### src/rtl/wdsup_pkg.sv
package wdsup_pkg;

  typedef enum logic [1:0] {
    WS_IDLE  = 2'd0,
    WS_GRACE = 2'd1,
    WS_WATCH = 2'd2,
    WS_BITE  = 2'd3
  } wd_state_e;

  // Startup delay in ticks: grows by doubling with the code, 0 = disabled.
  function automatic int unsigned grace_ticks(input logic [2:0] code,
                                              input int unsigned unit);
    if (code == 3'd0) return 0;
    return unit << (int'(code) - 1);
  endfunction

  // Normal timeout in ticks: linear in the code, never zero.
  function automatic int unsigned watch_ticks(input logic [2:0] code,
                                              input int unsigned unit);
    return unit * (int'(code) + 1);
  endfunction

endpackage

### src/rtl/wdsup_gate.sv
module wdsup_gate (
  input  logic clk,
  input  logic rst_n,
  input  logic idle_i,
  input  logic mode_i,
  input  logic seq_done_i,
  input  logic rst_rel_i,
  input  logic supply_ok_i,
  input  logic boot_done_i,
  input  logic reset_evt_i,
  output logic arm_o,
  output logic drop_o
);
  logic       mode_q, mode_d;
  logic [1:0] cond;

  // cond[0]: sequencing-tied, cond[1]: free-running
  always_comb begin
    cond[0] = seq_done_i & rst_rel_i & supply_ok_i;
    cond[1] = supply_ok_i & boot_done_i;
  end

  always_comb begin
    mode_d = mode_q;
    if (idle_i) mode_d = mode_i;
  end

  always_ff @(posedge clk or negedge rst_n) begin
    if (!rst_n) mode_q <= 1'b0;
    else        mode_q <= mode_d;
  end

  always_comb begin
    arm_o  = cond[mode_i] & ~reset_evt_i;
    drop_o = reset_evt_i | ~cond[mode_q];
  end
endmodule

### src/rtl/wdsup_count.sv
module wdsup_count #(
  parameter int CNT_W = 16
) (
  input  logic             clk,
  input  logic             rst_n,
  input  logic             load_i,
  input  logic [CNT_W-1:0] load_val_i,
  input  logic             dec_i,
  output logic             last_o
);
  localparam logic [CNT_W-1:0] ONE = CNT_W'(1);

  logic [CNT_W-1:0] cnt_q, cnt_d;

  always_comb begin
    cnt_d = cnt_q;
    if (load_i)                       cnt_d = load_val_i;
    else if (dec_i && cnt_q != '0)    cnt_d = cnt_q - ONE;
  end

  always_ff @(posedge clk or negedge rst_n) begin
    if (!rst_n) cnt_q <= '0;
    else        cnt_q <= cnt_d;
  end

  assign last_o = (cnt_q == ONE);
endmodule

### src/rtl/wdsup_ctrl.sv
module wdsup_ctrl
  import wdsup_pkg::*;
#(
  parameter int CNT_W      = 16,
  parameter int GRACE_UNIT = 4,
  parameter int WATCH_UNIT = 2,
  parameter int BITE_TICKS = 3
) (
  input  logic             clk,
  input  logic             rst_n,
  input  logic             tick_i,
  input  logic             kick_i,
  input  logic             arm_i,
  input  logic             drop_i,
  input  logic [2:0]       grace_code_i,
  input  logic [2:0]       watch_code_i,
  input  logic             cnt_last_i,
  output wd_state_e        state_o,
  output logic             load_o,
  output logic [CNT_W-1:0] load_val_o,
  output logic             dec_o
);
  localparam logic [CNT_W-1:0] BITE_LD = CNT_W'(BITE_TICKS);

  wd_state_e        st_q, st_d;
  logic [CNT_W-1:0] grace_val, watch_val;

  always_comb begin
    grace_val = CNT_W'(grace_ticks(grace_code_i, GRACE_UNIT));
    watch_val = CNT_W'(watch_ticks(watch_code_i, WATCH_UNIT));
  end

  always_comb begin
    st_d       = st_q;
    load_o     = 1'b0;
    load_val_o = '0;
    dec_o      = 1'b0;
    case (st_q)
      WS_IDLE: begin
        if (arm_i) begin
          load_o = 1'b1;
          if (grace_code_i != 3'd0) begin
            st_d       = WS_GRACE;
            load_val_o = grace_val;
          end else begin
            st_d       = WS_WATCH;
            load_val_o = watch_val;
          end
        end
      end
      WS_GRACE, WS_WATCH: begin
        if (drop_i) begin
          st_d = WS_IDLE;
        end else if (kick_i) begin
          st_d       = WS_WATCH;
          load_o     = 1'b1;
          load_val_o = watch_val;
        end else if (tick_i) begin
          if (cnt_last_i) begin
            st_d       = WS_BITE;
            load_o     = 1'b1;
            load_val_o = BITE_LD;
          end else begin
            dec_o = 1'b1;
          end
        end
      end
      WS_BITE: begin
        if (tick_i) begin
          if (cnt_last_i) st_d = WS_IDLE;
          else            dec_o = 1'b1;
        end
      end
      default: st_d = WS_IDLE;
    endcase
  end

  always_ff @(posedge clk or negedge rst_n) begin
    if (!rst_n) st_q <= WS_IDLE;
    else        st_q <= st_d;
  end

  assign state_o = st_q;
endmodule

### src/rtl/wdsup_top.sv
module wdsup_top
  import wdsup_pkg::*;
#(
  parameter int CNT_W      = 16,
  parameter int GRACE_UNIT = 4,
  parameter int WATCH_UNIT = 2,
  parameter int BITE_TICKS = 3
) (
  input  logic       clk,
  input  logic       rst_n,
  input  logic       tick_i,
  input  logic       kick_i,
  input  logic       seq_done_i,
  input  logic       rst_released_i,
  input  logic       supply_ok_i,
  input  logic       boot_done_i,
  input  logic       reset_evt_i,
  input  logic       mode_indep_i,
  input  logic [2:0] start_code_i,
  input  logic [2:0] tmo_code_i,
  output logic       wd_rst_o,
  output logic       active_o
);
  wd_state_e        state;
  logic             arm, drop, load, dec, last;
  logic [CNT_W-1:0] load_val;

  wdsup_gate u_gate (
    .clk         (clk),
    .rst_n       (rst_n),
    .idle_i      (state == WS_IDLE),
    .mode_i      (mode_indep_i),
    .seq_done_i  (seq_done_i),
    .rst_rel_i   (rst_released_i),
    .supply_ok_i (supply_ok_i),
    .boot_done_i (boot_done_i),
    .reset_evt_i (reset_evt_i),
    .arm_o       (arm),
    .drop_o      (drop)
  );

  wdsup_ctrl #(
    .CNT_W      (CNT_W),
    .GRACE_UNIT (GRACE_UNIT),
    .WATCH_UNIT (WATCH_UNIT),
    .BITE_TICKS (BITE_TICKS)
  ) u_ctrl (
    .clk          (clk),
    .rst_n        (rst_n),
    .tick_i       (tick_i),
    .kick_i       (kick_i),
    .arm_i        (arm),
    .drop_i       (drop),
    .grace_code_i (start_code_i),
    .watch_code_i (tmo_code_i),
    .cnt_last_i   (last),
    .state_o      (state),
    .load_o       (load),
    .load_val_o   (load_val),
    .dec_o        (dec)
  );

  wdsup_count #(.CNT_W(CNT_W)) u_count (
    .clk        (clk),
    .rst_n      (rst_n),
    .load_i     (load),
    .load_val_i (load_val),
    .dec_i      (dec),
    .last_o     (last)
  );

  assign wd_rst_o = (state == WS_BITE);
  assign active_o = (state == WS_GRACE) || (state == WS_WATCH);
endmodule

### config.mk
export PLATFORM = sky130hd
export DESIGN_NAME = wdsup_top
export DESIGN_NICKNAME = d
export VERILOG_FILES = /design/src/rtl/wdsup_pkg.sv /design/src/rtl/wdsup_gate.sv /design/src/rtl/wdsup_count.sv /design/src/rtl/wdsup_ctrl.sv /design/src/rtl/wdsup_top.sv
export SDC_FILE = /design/constraint.sdc
export NUM_CORES = 1
export LEC_CHECK = 0
export BUFFER_PORTS_ARGS = -buffer_cell sky130_fd_sc_hd__buf_2
export CAP_MARGIN = 5
export CORE_MARGIN = 2
export CORE_UTILIZATION = 60
export CTS_BUF_LIST = sky130_fd_sc_hd__clkbuf_2
export DETAILED_ROUTE_END_ITERATION = 8
export PLACE_DENSITY_LB_ADDON = 0.05
export SLEW_MARGIN = 0
export SYNTH_ARGS = -nofsm -noshare
export SYNTH_HDL_FRONTEND = slang
export SYNTH_HIERARCHICAL = 1
export SYNTH_SLANG_ARGS = --single-unit
### constraint.sdc
create_clock -name clk -period 7 [get_ports clk]
set_input_delay 0.35 -clock clk [delete_from_list [all_inputs] [get_ports clk]]
set_output_delay 0.35 -clock clk [all_outputs]
set_load 0.05 [all_outputs]
==> impl_metrics.ini, run 1 <==
[setup_path]
slowest_delay_ns = 0.86
worst_path_max_delay_cell = nor4b_1
cp_max_fo = 9
worst_setup_path_end_kind = flop
cp-startpoint = u_ctrl/state_o[1]
crit_arrival_ns = 3.79
worstPathRequired_ns = 7.22
path_cells = inv_1, ha_1, nor3b_1, nor2_1, nor4b_1, or4bb_1, or4_1, a221oi_1, a21oi_1
r2r_slack_ns = 3.43
r2r_start = u_ctrl/state_o[1]
start_kind = flop
critPathKind = flop to flop

[power]
p_sw_mw = 0.234
power.share.clock_pct = 9.7
ir_drop_mv = 0.248
p_int_mw = 0.268
switching_share_pct = 46.6
combPwrFrac_pct = 46.8
pwr-share-seq_pct = 43.6
p_leak_nw = 0.775
power.density_mw_per_mm2 = 274

[synthesis]
synthesis.area_mm2 = 0.00173
synth-adder-area-share_pct = 8.70
synthMuxAreaShare_pct = 0.653
synthFlopType = dfrtp_1
ys_async_sr_fraction_pct = 100
synth_xor_area_share_pct = 0.508
synth_top_family_by_area = simple AND/OR/NAND/NOR gates
synth.avg_cell_area_um2 = 8.06
ys_ff_latch = 19
seq_area_frac_synth_pct = 27.6
synth-edff-count = 0
synth_warnings = 6
yosysUniqueCellTypes = 53
synthCells = 214
synth_simple_gate_area_share_pct = 32.5
synth_compound_area_share_pct = 22.1

[grt]
grt_pass1_vias = 1534
grt_pass1_wl_mm = 6.72
grt_overflow_total = 0
antenna_found_initial = 0
grt_max_degree = 25
gr-usage-all-layers_pct = 25.9

[timing]
finClkSkew_ns = 0.00287
whs_ns = 0.274
period_share_pct = 50.9
hold_viol_final = 0
finalMaxSlewViolations = 0
max_freq_ghz = 0.280
max-slew-margin-rel_pct = 29.7
rsz0062_at_grt = no
tightest_slew_ns = 1.04
setup_viol = 0
fin_tns_setup_ns = 0
finalCriticalPeriod_ns = 3.57

[routing]
drt-total-wl_mm = 4.04
wl_per_cell_um = 15.5
via_per_inst = 6.31
drtPass1Iterations = 4
vias = 1648
drc_errors = 0
ant_nets = 0
drt_iter0_markers = 86

[clock_tree]
cts_tree = built
cts.sinks = 19
cts_buffers = 3
clkTransAtPathRegs_ns = 0.19
cts_resized = 0
worstSkewPairLatency_ns = 0.31
root_buffer = clkbuf_2
h-tree-depth = 1
clk_path_buf_depth = 2

[status]
status = finished clean

[final_layout]
seq_area_um2 = 475
antenna_cells = 0
multi_input_comb_area_mm2 = 0.00113
layout-drive-gt1-share_pct = 14.8
fin_nets = 259
area_delta_synth_final_pct = 5.95
final.fill_count = 244

[place]
dp_hpwl_mm = 3.10
routabilityCongestion = 0.851
portBuffers = 17

[run]
cap_violations = 0

[floorplanning]
die_width_um = 57.6
core-area_mm2 = 0.00273
start_util_pct = 63.1
rows = 19
die-area_mm2 = 0.00332
boundaryPins = 18
dieHeight_um = 57.6

[hold_path]
hp-start = mode_indep_i
min-delay-path-class = primary input to flop
path summary, 6_finish.rpt:
check / endpoint / depth (start not counted)
worst max-delay path: u_count/cnt_q[10] / 9
worst min-delay path: u_gate/mode_q / 2
worst max register to register: u_count/cnt_q[10] / 9
worst min register to register: u_gate/mode_q / 1
max in group asynchronous: u_ctrl/state_o[0] / 2
min in group asynchronous: u_count/cnt_q[13] / 2
metrics by stage:
| stage | setup slack, ns | power (mW) | utilization, % | cells | instance area (µm²) |
|---|---|---|---|---|---|
| finish | 3.43 | 0.502 | 66.9 | 261 | 1830 |
| detailed placement | 3.52 | 0.452 | 65.8 | 256 | 1800 |
| floorplan | 3.87 | 0.401 | - | 219 | 1740 |
| CTS | 3.49 | 0.503 | 66.9 | 261 | 1830 |
| global route | 3.16 | 0.545 | 66.9 | 261 | 1830 |
| global placement | 3.61 | 0.436 | 65.8 | 256 | 1800 |
sequential cells by signal, indices dropped and copies added, names as in the netlist:
signal / count
u_gate/mode_q: 1
u_ctrl/state_o: 2
u_count/cnt_q: 16
layout make-up:
type	instances	share of cell area, %
Sequential cell	19	26.0
Multi-Input combinational cell	173	62.1
Tap cell	31	2.12
Timing Repair Buffer	19	5.61
Clock buffer	3	0.821
Inverter	15	3.08
Clock inverter	1	0.274
placed cells by master (no fill, tap or decap), types with 3 or more instances in the layout:
| cell type | netlist | routed |
|---|---|---|
| inv_1 | 15 | 15 |
| or4_4 | 4 | 4 |
| or4_1 | 4 | 4 |
| or3_1 | 3 | 3 |
| nor3_1 | 5 | 5 |
| a31oi_1 | 7 | 7 |
| nand3_1 | 7 | 7 |
| a21oi_1 | 13 | 13 |
| clkbuf_2 | 0 | 3 |
| nand2b_1 | 4 | 4 |
| nand2_1 | 18 | 18 |
| conb_1 | 1 | 6 |
| ha_1 | 12 | 12 |
| a22o_1 | 3 | 3 |
| nor2_1 | 23 | 23 |
| dfrtp_1 | 19 | 19 |
| and2_1 | 4 | 4 |
| nand3b_1 | 3 | 3 |
| nor4_1 | 3 | 3 |
| buf_2 | 0 | 17 |
| o21ai_0 | 12 | 12 |
power groups by stage:
stage	Combinational [mW]	Sequential (mW)	Clock (mW)
6_report	0.235	0.218	0.0485
5_1_grt	0.263	0.226	0.0552
4_1_cts	0.234	0.217	0.0516
3_5_place_dp	0.232	0.220	0
3_3_place_gp	0.222	0.214	0
2_1_floorplan	0.203	0.198	0
metal layers:
layer	vias to the layer above	GRT usage (%)	wire length (µm)
met5	-	0	0
met4	0	9.30	44
met3	6	3.57	269
met2	62	44.2	1950
met1	770	33.7	1780
li1	810	-	-
synthesized netlist by cell type, types with 3 or more instances:
library cell   n  area share [%]
nor3_1         5             1.5
nor2_1        23             5.0
nand2b_1       4             1.5
a21oi_1       13             3.8
nand3b_1       3             1.3
or4_4          4             2.6
ha_1          12             8.7
inv_1         15             3.3
a31oi_1        7             2.5
or3_1          3             1.1
o21ai_0       12             3.5
and2_1         4             1.5
buf_4          6             2.6
dfrtp_1       19              28
nand3_1        7             2.0
nor4_1         3             1.1
nand2_1       18             3.9
a22o_1         3             1.5
or4_1          4             1.7
clkbuf_1       5             1.1
critical path: cells and delay by family, from the launching register on:
kind | cells | cell delay, ns
and+or+nand+nor | 5 | 2.36
AOI/OAI and AO/OA | 2 | 0.32
buffers and inverters | 1 | 0.08
adders and majority gates | 1 | 0.28
DFF | 1 | 0.44
timing repair:
item | 4_1_cts | 5_1_grt
endpoints found under the hold margin | 19 | 0
hold buffers | 1 | 0
setup buffers | 0 | 0
logic make-up after synthesis:
kind of cell	after synthesis
muxes	1
adders and majority gates	12
AOI/OAI and AO/OA	56
buffers and inverters	27
other	1
xor gates and xnor gates	1
DFF	19
and+or+nand+nor	97
No activity file was read; power rests on OpenSTA's default activity.
==> run 2, diff against run 1 <==
- clock period: 7 -> 3.38 ns (I/O delays scaled with it)
==> impl_metrics.ini, run 2 (synthesis gave the netlist of run 1 again) <==
[clock_tree]
root_buffer = clkbuf_2
cts.sinks = 19
cts_buffers = 3
postCtsSetupBuffers = 0
clkTransAtPathRegs_ns = 0.20
worstSkewPairLatency_ns = 0.31
clk_path_buf_depth = 2
cts_tree = built
h-tree-depth = 1

[timing]
max-slew-margin-rel_pct = 58.3
finalMaxSlewViolations = 0
setup_viol = 0
period_share_pct = 92.3
max_freq_ghz = 0.320
finClkSkew_ns = 0.00687
fin_tns_setup_ns = 0
fin_ws_ns = 0.259
finalCriticalPeriod_ns = 3.12
hold_viol_final = 0
whs_ns = 0.0974
tightest_slew_ns = 0.619
rsz0062_at_grt = no

[floorplanning]
boundaryPins = 18
dieHeight_um = 57.6
die_width_um = 57.6
start_util_pct = 63.1
rows = 19
die-area_mm2 = 0.00332
core-area_mm2 = 0.00273

[run]
cap_violations = 0

[place]
place_worst_setup_slack_ns = 0.0460
portBuffers = 17
dp_hpwl_mm = 3.07
dpl_cell_area_mm2 = 0.00184
routabilityCongestion = 0.920

[setup_path]
cp_max_fo = 8
critPathKind = flop to flop
crit_arrival_ns = 3.32
start_kind = flop
worst_setup_path_end_kind = flop
worstPathRequired_ns = 3.58

[power]
power.density_mw_per_mm2 = 566
ir_drop_mv = 0.441
finalPower_mw = 1.06
p_leak_nw = 0.801

[grt]
antenna_found_initial = 0
grt_pass1_vias = 1584
grt_overflow_total = 0
gr-usage-all-layers_pct = 26.7
grt_max_degree = 20
grt_pass1_wl_mm = 6.96

[routing]
via_per_inst = 6.29
drt-total-wl_mm = 4.05
ant_nets = 0
vias = 1674
drt_iter0_markers = 124
wl_per_cell_um = 15.2
drtPass1Iterations = 4
drc_errors = 0

[final_layout]
layout-drive-gt1-share_pct = 17.0
final.fill_count = 226
area_delta_synth_final_pct = 8.48
antenna_cells = 0
largest_reg_flops = 16
final_area_mm2 = 0.00187
fin_nets = 264
mostFrequentLayoutCells = nor2_1 (23), dfrtp_1 (19), nand2_1 (18), buf_2 (17), inv_1 (15)
regMostFlops = u_count/cnt_q
final_common_cell = nor2_1

[hold_path]
min-delay-path-class = primary input to flop

[status]
status = finished clean
==> run 2: final cells by class <==
type / instances / area, µm² / share of cell area, %
inverter: 15 / 56.3 / 3.01
tap: 31 / 38.8 / 2.07
timing repair buffer: 24 / 140 / 7.49
clock buffer: 3 / 15.0 / 0.802
clock inverter: 1 / 5.00 / 0.267
multi-input combinational: 173 / 1140 / 61.0
sequential: 19 / 475 / 25.4
==> run 2: worst paths after layout <==
check                                  start  cells past startpoint           endpoint  slack [ns]
hold / removal                  mode_indep_i                      2      u_gate/mode_q         0.1
min in group asynchronous              rst_n                      2  u_count/cnt_q[13]        0.30
setup reg to reg           u_ctrl/state_o[0]                      9  u_count/cnt_q[13]        0.26
setup / recovery           u_ctrl/state_o[0]                      9  u_count/cnt_q[13]        0.26
hold reg to reg                u_gate/mode_q                      1      u_gate/mode_q        0.55
max in group asynchronous              rst_n                      2   u_count/cnt_q[3]        2.77
==> run 2: critical path, stage by stage, from the launching register on <==
cell and delay, ns:
dfrtp_1 0.46, inv_1 0.06, ha_1 0.29, nor3b_1 0.25, nor2_1 0.09, nor4b_2 0.53
or4b_2 0.68, nor2_1 0.36, a31o_2 0.23, a31oi_1 0.07
==> run 2: metrics by stage <==
step	util, %	std cells
after floorplan	-	219
after global placement	67.1	261
after detailed placement	67.1	261
after CTS	68.2	266
after global routing	68.5	266
final	68.5	266
==> run 2: what timing repair did <==
item	4_1_cts	5_1_grt
resized for setup	0	1
endpoints found under the setup margin	0	11
endpoints found under the hold margin	19	0
hold buffers	1	0
==> run 2: power breakdown <==
group          total (mW)  internal [mW]  switching, mW
registers           0.435          0.323          0.112
logic               0.523          0.217          0.305
clock network       0.102         0.0268         0.0747
total                1.06          0.567          0.492
==> run 2: per-layer routing <==
layer,wire length (µm),GRT usage (%)
met4,21,7.31
met5,0,0
met1,1790,35.3
met3,293,3.57
met2,1940,45.9
==> run 3, diff against run 2 <==
- ABC_AREA: default -> 1
- CORE_MARGIN: 2 -> default
- clock period: 3.38 -> 3 ns (I/O delays scaled with it)
==> impl_metrics.ini, run 3 <==
[synthesis]
synthTopCellsByArea = dfrtp_1 (24%), nand2_1 (22%), ha_1 (7.6%), nand3_1 (7.1%), nor2_1 (6.5%)
synthFlopType = dfrtp_1
synthCells = 312
yosysMostFrequentCell = nand2_1
synth-edff-count = 0
synthesis.area_mm2 = 0.00197
seq_area_frac_synth_pct = 24.2
yosysTopAreaCellShare_pct = 24.2
ys_ff_latch = 19
synth.avg_cell_area_um2 = 6.31
yosysUniqueCellTypes = 35
ys_async_sr_fraction_pct = 100
synth_warnings = 6
synth_common_cells = nand2_1 (115), nor2_1 (34), inv_1 (29)
synth_top_cell_by_area = dfrtp_1

[final_layout]
antenna_cells = 0
post-route-util_pct = 68.2
multi_input_comb_area_mm2 = 0.00132
final_common_cell = nand2_1
seq_area_um2 = 475
largest_reg_flops = 16
area_delta_synth_final_pct = 6.61
layout-drive-gt1-share_pct = 14.8
final.fill_count = 310
mostFrequentLayoutCells = nand2_1 (115), nor2_1 (34), inv_1 (29), nand3_1 (28), dfrtp_1 (19)
regMostFlops = u_count/cnt_q
fin_nets = 359

[floorplanning]
dieHeight_um = 59.3
die_width_um = 59.3
rows = 20
die-area_mm2 = 0.00351
core-area_mm2 = 0.00308
start_util_pct = 63.9
boundaryPins = 18

[timing]
finalMaxSlewViolations = 0
fin_tns_setup_ns = 0
hold_viol_final = 0
rsz0062_at_grt = no
finalCriticalPeriod_ns = 2.48
fin_ws_ns = 0.519
max_freq_ghz = 0.403
finClkSkew_ns = 0.0109
period_share_pct = 82.7
setup_viol = 0

[setup_path]
start_kind = flop
critPathKind = flop to flop
crit_arrival_ns = 2.72
worst_path_max_delay_cell = dfrtp_1
path_cells = nor2_1, nand2_2, nor4_1, nand2_1, o21ai_0, nor2_1, nor2_1, inv_2, or2_2, nand3_2, nand2_1
worstPathRequired_ns = 3.24
slowest_delay_ns = 0.47
worst_setup_path_end_kind = flop
cp_max_fo = 15
cp_common_cell = nor2_1
r2r_cells = 11

[power]
p_int_mw = 0.802
ir_drop_mv = 0.527
finalPower_mw = 1.80
power.density_mw_per_mm2 = 857
p_leak_nw = 1.13
pwr-share-seq_pct = 27.9
switching_share_pct = 55.4
combPwrFrac_pct = 65.9
p_sw_mw = 0.995
power.share.clock_pct = 6.2

[grt]
antenna_found_initial = 0
gr-usage-all-layers_pct = 26.7
grt_overflow_total = 0
grt_pass1_wl_mm = 7.20
grt_max_degree = 21
grt_pass1_vias = 1698

[clock_tree]
h-tree-depth = 1
clkTransAtPathRegs_ns = 0.19
cts_tree = built
root_buffer = clkbuf_2
clk_path_buf_depth = 2
cts_buffers = 3
worstSkewPairLatency_ns = 0.32
cts_resized = 0
cts.sinks = 19

[routing]
drt-total-wl_mm = 4.12
vias = 1910
drc_errors = 0
via_per_inst = 5.11
drt_iter0_markers = 105
drtPass1Iterations = 4
ant_nets = 0
wl_per_cell_um = 11.0

[hold_path]
min-delay-path-class = primary input to flop
hold_depth = 3

[run]
cap_violations = 0

[place]
routabilityCongestion = 0.966
dp_hpwl_mm = 3.34
place_worst_setup_slack_ns = 0.562
portBuffers = 17

[status]
status = finished clean
run 3: changes by cell type in the layout (fill, tap and decap cells not counted), sizes merged, moves of 4 or more:
cell | before | now
and2 | 4 | 0
or4 | 8 | 0
a21oi | 13 | 9
inv | 15 | 32
nand2b | 4 | 0
buf | 23 | 18
nand3 | 7 | 30
nand2 | 18 | 125
nor2 | 23 | 41
or3 | 5 | 0
a31oi | 7 | 0
run 3: power by group through the flow:
stage          Combinational (mW)  Sequential, mW  Clock, mW
2_1_floorplan               0.979           0.470          0
3_3_place_gp                 1.15           0.501          0
3_5_place_dp                 1.18           0.502          0
4_1_cts                      1.18           0.497      0.119
5_1_grt                      1.35           0.519      0.128
6_report                     1.18           0.501      0.112
run 3: worst max-delay path, delay by kind of cell, from the launching register on:
kind	cells	cell delay [ns]
and+or+nand+nor	9	1.52
AOI/OAI and AO/OA	1	0.24
buffers and inverters	1	0.17
DFF	1	0.47
run 3: cell type report:
| type | count | share of cell area, % |
|---|---|---|
| inverters | 34 | 6.14 |
| clock buffers | 3 | 0.716 |
| repair buffers | 19 | 4.89 |
| well taps | 44 | 2.62 |
| multi-input cells | 254 | 62.7 |
| clock inverters | 1 | 0.239 |
| flip-flops and latches | 19 | 22.7 |
run 3: kinds of logic after synthesis:
| logic type | after synthesis | synth area share [%] |
|---|---|---|
| simple gates | 209 | 49.0 |
| flops | 19 | 24.2 |
| compound gates | 24 | 7.82 |
| other cells | 1 | 0.191 |
| xor+xnor | 3 | 1.34 |
| buf+inv | 44 | 9.92 |
| fa+ha+maj | 12 | 7.63 |
run 3: per-stage QoR:
stage               instances  hold slack, ns  instance area [µm²]
floorplan                 317          -0.146                 1990
global placement          369           0.115                 2070
detailed placement        369           0.118                 2070
CTS                       374          0.0599                 2100
global route              374          0.0634                 2100
finish                    374          0.0653                 2100
run 3: per-layer routing:
| layer | routed length, µm | GRT usage, % | share of wire (%) | vias to the layer above |
|---|---|---|---|---|
| li1 | - | - | - | 1007 |
| met3 | 156 | 4.80 | 3.8 | 4 |
| met2 | 1890 | 44.9 | 46 | 31 |
| met1 | 2040 | 36.2 | 49 | 868 |
| met5 | 0 | 0 | 0 | - |
| met4 | 39 | 4.42 | 0.95 | 0 |
run 3: path summary, 6_finish.rpt:
path	from	to	slack, ns
min in group asynchronous	rst_n	u_count/cnt_q[1]	0.27
hold reg to reg	u_gate/mode_q	u_gate/mode_q	0.57
max in group asynchronous	rst_n	u_count/cnt_q[0]	2.43
setup reg to reg	u_count/cnt_q[11]	u_count/cnt_q[9]	0.52
hold / removal	mode_indep_i	u_gate/mode_q	0.07
setup / recovery	u_count/cnt_q[11]	u_count/cnt_q[9]	0.52
run 3: repair_timing:
item / 4_1_cts / 5_1_grt
setup buffers: 0 / 0
endpoints found under the hold margin: 19 / 0
hold buffers: 1 / 0
